<file path="src/rtl/usbps2_pkg.sv">
package usbps2_pkg;

   localparam int unsigned CTL_W    = 8;
   localparam int unsigned PU_BIT   = 7;
   localparam int unsigned VREG_BIT = 6;
   localparam int unsigned IRQ_BIT  = 5;
   localparam int unsigned RSVD_BIT = 4;
   localparam int unsigned ACT_BIT  = 3;
   localparam int unsigned CODE_W   = 3;

   typedef enum logic [CODE_W-1:0] {
      FC_RELEASE = 3'b000,
      FC_K       = 3'b001,
      FC_J       = 3'b010,
      FC_SE0     = 3'b011,
      FC_OD_LL   = 3'b100,
      FC_OD_ZL   = 3'b101,
      FC_OD_LZ   = 3'b110,
      FC_OD_ZZ   = 3'b111
   } force_code_e;

   typedef struct packed {
      logic oe;
      logic o;
   } pad_ctl_t;

   typedef struct packed {
      logic              pu;
      logic              vreg;
      logic              irq_sel;
      logic              act;
      logic [CODE_W-1:0] code;
   } ctl_fields_t;

endpackage

</file>
<file path="src/rtl/usbps2_ctl_regs.sv">
module usbps2_ctl_regs
   import usbps2_pkg::*;
(
   input  logic                clk,
   input  logic                rst_n,
   input  logic                wr_hit_i,
   input  logic [CTL_W-1:0]    wdata_i,
   input  logic                sie_act_i,
   output ctl_fields_t         fields_o
);

   ctl_fields_t fld_q;
   logic        unused_rsvd;

   assign unused_rsvd = wdata_i[RSVD_BIT];

   always_ff @(posedge clk or negedge rst_n) begin
      if (!rst_n) begin
         fld_q <= '0;
      end else begin
         if (wr_hit_i) begin
            fld_q.pu      <= wdata_i[PU_BIT];
            fld_q.vreg    <= wdata_i[VREG_BIT];
            fld_q.irq_sel <= wdata_i[IRQ_BIT];
            fld_q.code    <= wdata_i[CODE_W-1:0];
         end
         if (sie_act_i) begin
            fld_q.act <= 1'b1;
         end else if (wr_hit_i && !wdata_i[ACT_BIT]) begin
            fld_q.act <= 1'b0;
         end
      end
   end

   assign fields_o = fld_q;


   act_set_chk: assert property (@(posedge clk) disable iff (!rst_n)
      sie_act_i |=> fld_q.act);


   act_clear_chk: assert property (@(posedge clk) disable iff (!rst_n)
      (wr_hit_i && !wdata_i[ACT_BIT] && !sie_act_i) |=> !fld_q.act);


   act_hold_chk: assert property (@(posedge clk) disable iff (!rst_n)
      (!sie_act_i && !(wr_hit_i && !wdata_i[ACT_BIT])) |=> $stable(fld_q.act));

endmodule

</file>
<file path="src/rtl/usbps2_force_decode.sv">
module usbps2_force_decode
   import usbps2_pkg::*;
#(
   parameter int unsigned PAD_STAGE = 0
) (
   input  logic              clk,
   input  logic              rst_n,
   input  logic [CODE_W-1:0] code_i,
   input  pad_ctl_t          sie_dp_i,
   input  pad_ctl_t          sie_dm_i,
   output pad_ctl_t          dp_o,
   output pad_ctl_t          dm_o
);

   localparam pad_ctl_t DRV_HI = '{oe: 1'b1, o: 1'b1};
   localparam pad_ctl_t DRV_LO = '{oe: 1'b1, o: 1'b0};
   localparam pad_ctl_t FLOAT  = '{oe: 1'b0, o: 1'b0};

   if (PAD_STAGE > 1) begin : g_bad_stage
      $error("PAD_STAGE must be 0 or 1");
   end

   pad_ctl_t dp_d, dm_d;

   always_comb begin
      dp_d = FLOAT;
      dm_d = FLOAT;
      unique case (force_code_e'(code_i))
         FC_RELEASE: begin dp_d = sie_dp_i; dm_d = sie_dm_i; end
         FC_K:       begin dp_d = DRV_HI;   dm_d = DRV_LO;   end
         FC_J:       begin dp_d = DRV_LO;   dm_d = DRV_HI;   end
         FC_SE0:     begin dp_d = DRV_LO;   dm_d = DRV_LO;   end
         FC_OD_LL:   begin dp_d = DRV_LO;   dm_d = DRV_LO;   end
         FC_OD_ZL:   begin dp_d = FLOAT;    dm_d = DRV_LO;   end
         FC_OD_LZ:   begin dp_d = DRV_LO;   dm_d = FLOAT;    end
         FC_OD_ZZ:   begin dp_d = FLOAT;    dm_d = FLOAT;    end
         default:    begin dp_d = FLOAT;    dm_d = FLOAT;    end
      endcase
   end

   if (PAD_STAGE == 0) begin : g_comb
      assign dp_o = dp_d;
      assign dm_o = dm_d;
   end else begin : g_reg
      pad_ctl_t dp_q, dm_q;
      always_ff @(posedge clk or negedge rst_n) begin
         if (!rst_n) begin
            dp_q <= FLOAT;
            dm_q <= FLOAT;
         end else begin
            dp_q <= dp_d;
            dm_q <= dm_d;
         end
      end
      assign dp_o = dp_q;
      assign dm_o = dm_q;
   end


   od_never_high_chk: assert property (@(posedge clk) disable iff (!rst_n)
      code_i[CODE_W-1] |-> (!(dp_d.oe && dp_d.o) && !(dm_d.oe && dm_d.o)));


   forced_not_both_high_chk: assert property (@(posedge clk) disable iff (!rst_n)
      (code_i != '0) |-> !(dp_d.oe && dp_d.o && dm_d.oe && dm_d.o));

endmodule

</file>
<file path="src/rtl/usbps2_port_ctl.sv">
module usbps2_port_ctl
   import usbps2_pkg::*;
#(
   parameter int unsigned ADDR_W    = 8,
   parameter int unsigned REG_ADDR  = 8'h1F,
   parameter int unsigned PAD_STAGE = 0
) (
   input  logic              clk,
   input  logic              rst_n,
   input  logic [ADDR_W-1:0] reg_addr,
   input  logic              reg_wr,
   input  logic [7:0]        reg_wdata,
   output logic [7:0]        reg_rdata,
   input  logic              sie_activity,
   input  logic              dev_addr_en,
   input  logic              sie_dp_oe,
   input  logic              sie_dp_o,
   input  logic              sie_dm_oe,
   input  logic              sie_dm_o,
   output logic              dp_oe,
   output logic              dp_o,
   output logic              dm_oe,
   output logic              dm_o,
   output logic              ps2_pullup_en,
   output logic              vreg_en,
   output logic              irq_ps2_sel
);

   localparam logic [ADDR_W-1:0] HIT_ADDR = ADDR_W'(REG_ADDR);

   if (ADDR_W < 1 || ADDR_W > 32) begin : g_bad_aw
      $error("ADDR_W out of range");
   end
   if (ADDR_W < 32 && REG_ADDR >= (64'd1 << ADDR_W)) begin : g_bad_addr
      $error("REG_ADDR does not fit in ADDR_W");
   end

   logic        addr_hit;
   logic        wr_hit;
   ctl_fields_t fld;
   pad_ctl_t    sie_dp, sie_dm, pad_dp, pad_dm;

   assign addr_hit = (reg_addr == HIT_ADDR);
   assign wr_hit   = reg_wr && addr_hit;

   usbps2_ctl_regs u_regs (
      .clk       (clk),
      .rst_n     (rst_n),
      .wr_hit_i  (wr_hit),
      .wdata_i   (reg_wdata),
      .sie_act_i (sie_activity),
      .fields_o  (fld)
   );

   assign sie_dp = '{oe: sie_dp_oe, o: sie_dp_o};
   assign sie_dm = '{oe: sie_dm_oe, o: sie_dm_o};

   usbps2_force_decode #(.PAD_STAGE(PAD_STAGE)) u_dec (
      .clk      (clk),
      .rst_n    (rst_n),
      .code_i   (fld.code),
      .sie_dp_i (sie_dp),
      .sie_dm_i (sie_dm),
      .dp_o     (pad_dp),
      .dm_o     (pad_dm)
   );

   assign dp_oe = pad_dp.oe;
   assign dp_o  = pad_dp.o;
   assign dm_oe = pad_dm.oe;
   assign dm_o  = pad_dm.o;

   assign ps2_pullup_en = fld.pu || dev_addr_en;
   assign vreg_en       = fld.vreg;
   assign irq_ps2_sel   = fld.irq_sel;

   always_comb begin
      reg_rdata = '0;
      if (addr_hit) begin
         reg_rdata[PU_BIT]           = fld.pu;
         reg_rdata[VREG_BIT]         = fld.vreg;
         reg_rdata[IRQ_BIT]          = fld.irq_sel;
         reg_rdata[ACT_BIT]          = fld.act;
         reg_rdata[CODE_W-1:0]       = fld.code;
      end
   end


   foreign_write_ignored_chk: assert property (@(posedge clk) disable iff (!rst_n)
      (reg_wr && !addr_hit) |=> $stable(fld.code) && $stable(fld.pu));


   set_beats_clear_chk: assert property (@(posedge clk) disable iff (!rst_n)
      (sie_activity && wr_hit && !reg_wdata[ACT_BIT]) |=> fld.act);

endmodule

</file>
<file path="config.mk">
export PLATFORM = sky130hd
export DESIGN_NAME = usbps2_port_ctl
export DESIGN_NICKNAME = d
export VERILOG_FILES = /design/src/rtl/usbps2_pkg.sv /design/src/rtl/usbps2_ctl_regs.sv /design/src/rtl/usbps2_force_decode.sv /design/src/rtl/usbps2_port_ctl.sv
export SDC_FILE = /design/constraint.sdc
export NUM_CORES = 1
export LEC_CHECK = 0
export ABC_AREA = 1
export BUFFER_PORTS_ARGS = -buffer_cell sky130_fd_sc_hd__buf_2
export CORE_AREA = 2 2 39 41
export CTS_BUF_LIST = sky130_fd_sc_hd__clkbuf_8
export DETAILED_ROUTE_END_ITERATION = 7
export DIE_AREA = 0 0 41 43
export PLACE_DENSITY_LB_ADDON = 0.08
export SYNTH_ARGS = -nofsm -noshare
export SYNTH_HDL_FRONTEND = slang
export SYNTH_HIERARCHICAL = 1
export SYNTH_SLANG_ARGS = --single-unit
</file>
<file path="constraint.sdc">
create_clock -name clk -period 0.88 [get_ports clk]
set_input_delay 0.132 -clock clk [delete_from_list [all_inputs] [get_ports clk]]
set_output_delay 0.132 -clock clk [all_outputs]
set_load 0.01 [all_outputs]
</file>
==> qor.txt <==
Length of the first detailed-routing pass in iterations: 1
Largest stage delay, worst path: 0.44 ns
Remaining DRCs: 0
Post-route insts no fill: 137
Routed vias/inst: 4.058
Die height: 43 um
Share of the synthesized area in the top cell type: 37.43%
Cells on worst reg2reg path: 3
Synth Warn #: 6
Post-Syn Instances: 72
Synth area leader: dfrtp_1
Vias in the first global route: 486
Worst r2r dst: u_regs/fields_o[6]
Clock Path Buffers: 2
Hold Path Origin: sie_activity
Synthesized Nets: 97
Global-route wire length before repair: 1711 um
Vias: 556
Setup ws final: -0.2808 ns
Cell Chain, Critical Path: nor2_4 -> o21a_1 -> buf_2
Filler cells: 136
Design Power: 0.001022 W
IO Port Bufs: 37
Failing checks: negative setup slack
Post-DP HPWL: 853.8 um
GRT Total Usage: 14.24%
Fmax: 0.8615 GHz
Arrival time worst endpoint: 1.03 ns
Max reg flops: 7
Post-placement cell area: 706.9 um2
Largest net degree at the start of global routing: 8
H-tree depth: 1
Synth top area cells: dfrtp_1, inv_1, nand2_1
Worst setup path start: u_regs/fields_o[2]
Leak: 0.5565 nW
Chip Width: 41 um
Drt wl/cell: 8.314 um
Multi-input gate area: 240.2 um2
Pwr dens: 1168 nW/um2
Register area: 178.9 um2
Layout area overhead: 86.90%
Register area share after synthesis: 37.43%
Mapped Avg Cell Area: 6.499 um2
Worst IR drop on VDD: 1.083 mV
Number of synthesized register bits: 7
Initial antenna violation count: 0
Reg2Reg Setup Slack: 0.16 ns
Final #Nets: 147
Mapped cell area: 467.9 um2
Hold Path Depth: 3
Startpoint Class: flip-flop
Final setup violating endpoints: 16
Required time worst endpoint: 0.75 ns
Count of final max-slew check failures: 0
Antenna-violating nets left: 0
Std-Cell Core Area: 1384 um2
Layout cells sized above 1: 64.46%
Period Utilization, post-route: 131.9%
Hold Crit Class: in2reg
Routability cong.: 0.6707
Max stage delay cell, worst path: dfrtp_2
CTS Buf Count: 3
Cell variety after synth: 15
Final hold vios: 0
Bufs and invs on worst path: 1
Placed Cells: 129
Max Cap Viol: 0
Diode count: 0
CP max FO: 6
Skew-Pair Late Insertion Delay: 0.22 ns
GRT overflow: 0
Sink Count: 7
Setup Skew: 0 ns
Crit path max-delay family: flip-flops
Hold Path End: u_regs/fields_o[3]
Design area: 874.6 um2
Crit Path Category: reg2out
Clock-pin slew on the worst setup and hold paths: 0.04 ns
Unrepaired setup endpoints after global routing: true
Initial drt markers: 0
Worst Setup End Kind: output pin
Final min period: 1.161 ns
Num ports: 40
Die ar.: 1763 um2
Root Buffer: clkbuf_8
Outcome: finished, violations left
R2R Path Start: u_regs/fields_o[6]
Initial Util: 33.82%
Row cnt: 14
CTS tree: done
WL final: 1139 um
==> per-stage QoR <==
stage / util [%] / setup slack, ns / hold slack (ns) / TNS (ns)
floorplan: - / 0.01390 / -0.1636 / 0
global placement: 51.09 / -0.1717 / -0.02646 / -1.939
detailed placement: 51.09 / -0.1443 / -0.02696 / -1.793
CTS: 58.50 / -0.3123 / 0.08917 / -2.387
global route: 63.20 / -0.3539 / 0.1027 / -3.368
finish: 63.20 / -0.2808 / 0.09031 / -2.115
==> layout by cell type (no fill, tap or decap) <==
master and n:
a21oi_1 2, buf_2 33, buf_4 3, buf_6 10, clkbuf_8 3, clkinv_2 1, conb_1 1, dfrtp_1 4
dfrtp_2 3, dlygate4sd3_1 1, inv_1 14, inv_2 7, nand2_1 9, nand2_2 6, nand2_4 1, nor2_1 8
nor2_2 4, nor2_4 2, nor3_1 1, o21a_1 1, o21ai_0 1, o21ai_1 1, o21ai_2 4, or2_4 1
==> Yosys cell counts <==
cell type,count
nor2_1,13
conb_1,1
buf_6,1
dfrtp_1,7
o21ai_0,2
nand2_1,15
buf_4,1
a21oi_1,2
nand2_2,1
nor2_2,1
inv_1,21
o21a_1,1
o21ai_2,4
or2_2,1
nor3_1,1
==> routing by layer <==
| layer | track usage, % | vias up | part of all wire [%] |
|---|---|---|---|
| met3 | 3.665 | 0 | 8.0 |
| li1 | - | 300 | - |
| met2 | 26.56 | 21 | 56 |
| met1 | 13.09 | 235 | 35 |
| met4 | 6.000 | 0 | 0 |
| met5 | 0 | - | 0 |
==> layout make-up <==
| class | instances | share of cell area, % |
|---|---|---|
| Clock inverter | 1 | 0.5722 |
| Clock buffer | 3 | 4.721 |
| Tap cell | 16 | 2.289 |
| Sequential cell | 7 | 20.46 |
| Timing Repair Buffer | 47 | 35.48 |
| Multi-Input combinational cell | 42 | 27.47 |
| Inverter | 21 | 9.013 |
==> how the worst max path moves through the flow <==
stage	to	slack [ns]	cells after the start
final	dp_o	-0.28	3
after global routing	dp_oe	-0.35	4
after CTS	dp_o	-0.31	3
after detailed placement	reg_rdata[5]	-0.14	8
after global placement	reg_rdata[6]	-0.17	8
after floorplan	dm_o	0.01	1
==> cells by family after synthesis <==
logic type	Yosys count	share of synthesized area, %
other cells	1	0.8014
buf+inv	23	20.86
compound gates	9	13.37
simple gates	32	27.54
flops	7	37.43
==> power by group <==
part	switching (W)	leakage [nW]	internal, W
clock network	0.000134	0.0255	0.000306
logic	0.0000922	0.468	0.000110
registers	0.0000309	0.0634	0.000348
total	0.000257	0.557	0.000765
==> timing repair <==
item	4_1_cts	5_1_grt
hold endpoints to repair	7	0
setup buffers	1	2
gates resized for setup	15	19
endpoints found under the setup margin	14	20
pin swaps	15	7
hold buffers	1	0
==> worst min-delay path: cells and delay by family <==
family | cells | cell delay (ns)
buffers and inverters | 2 | 0.10
and+or+nand+nor | 1 | 0.05
(Power assumes the default switching activity.)
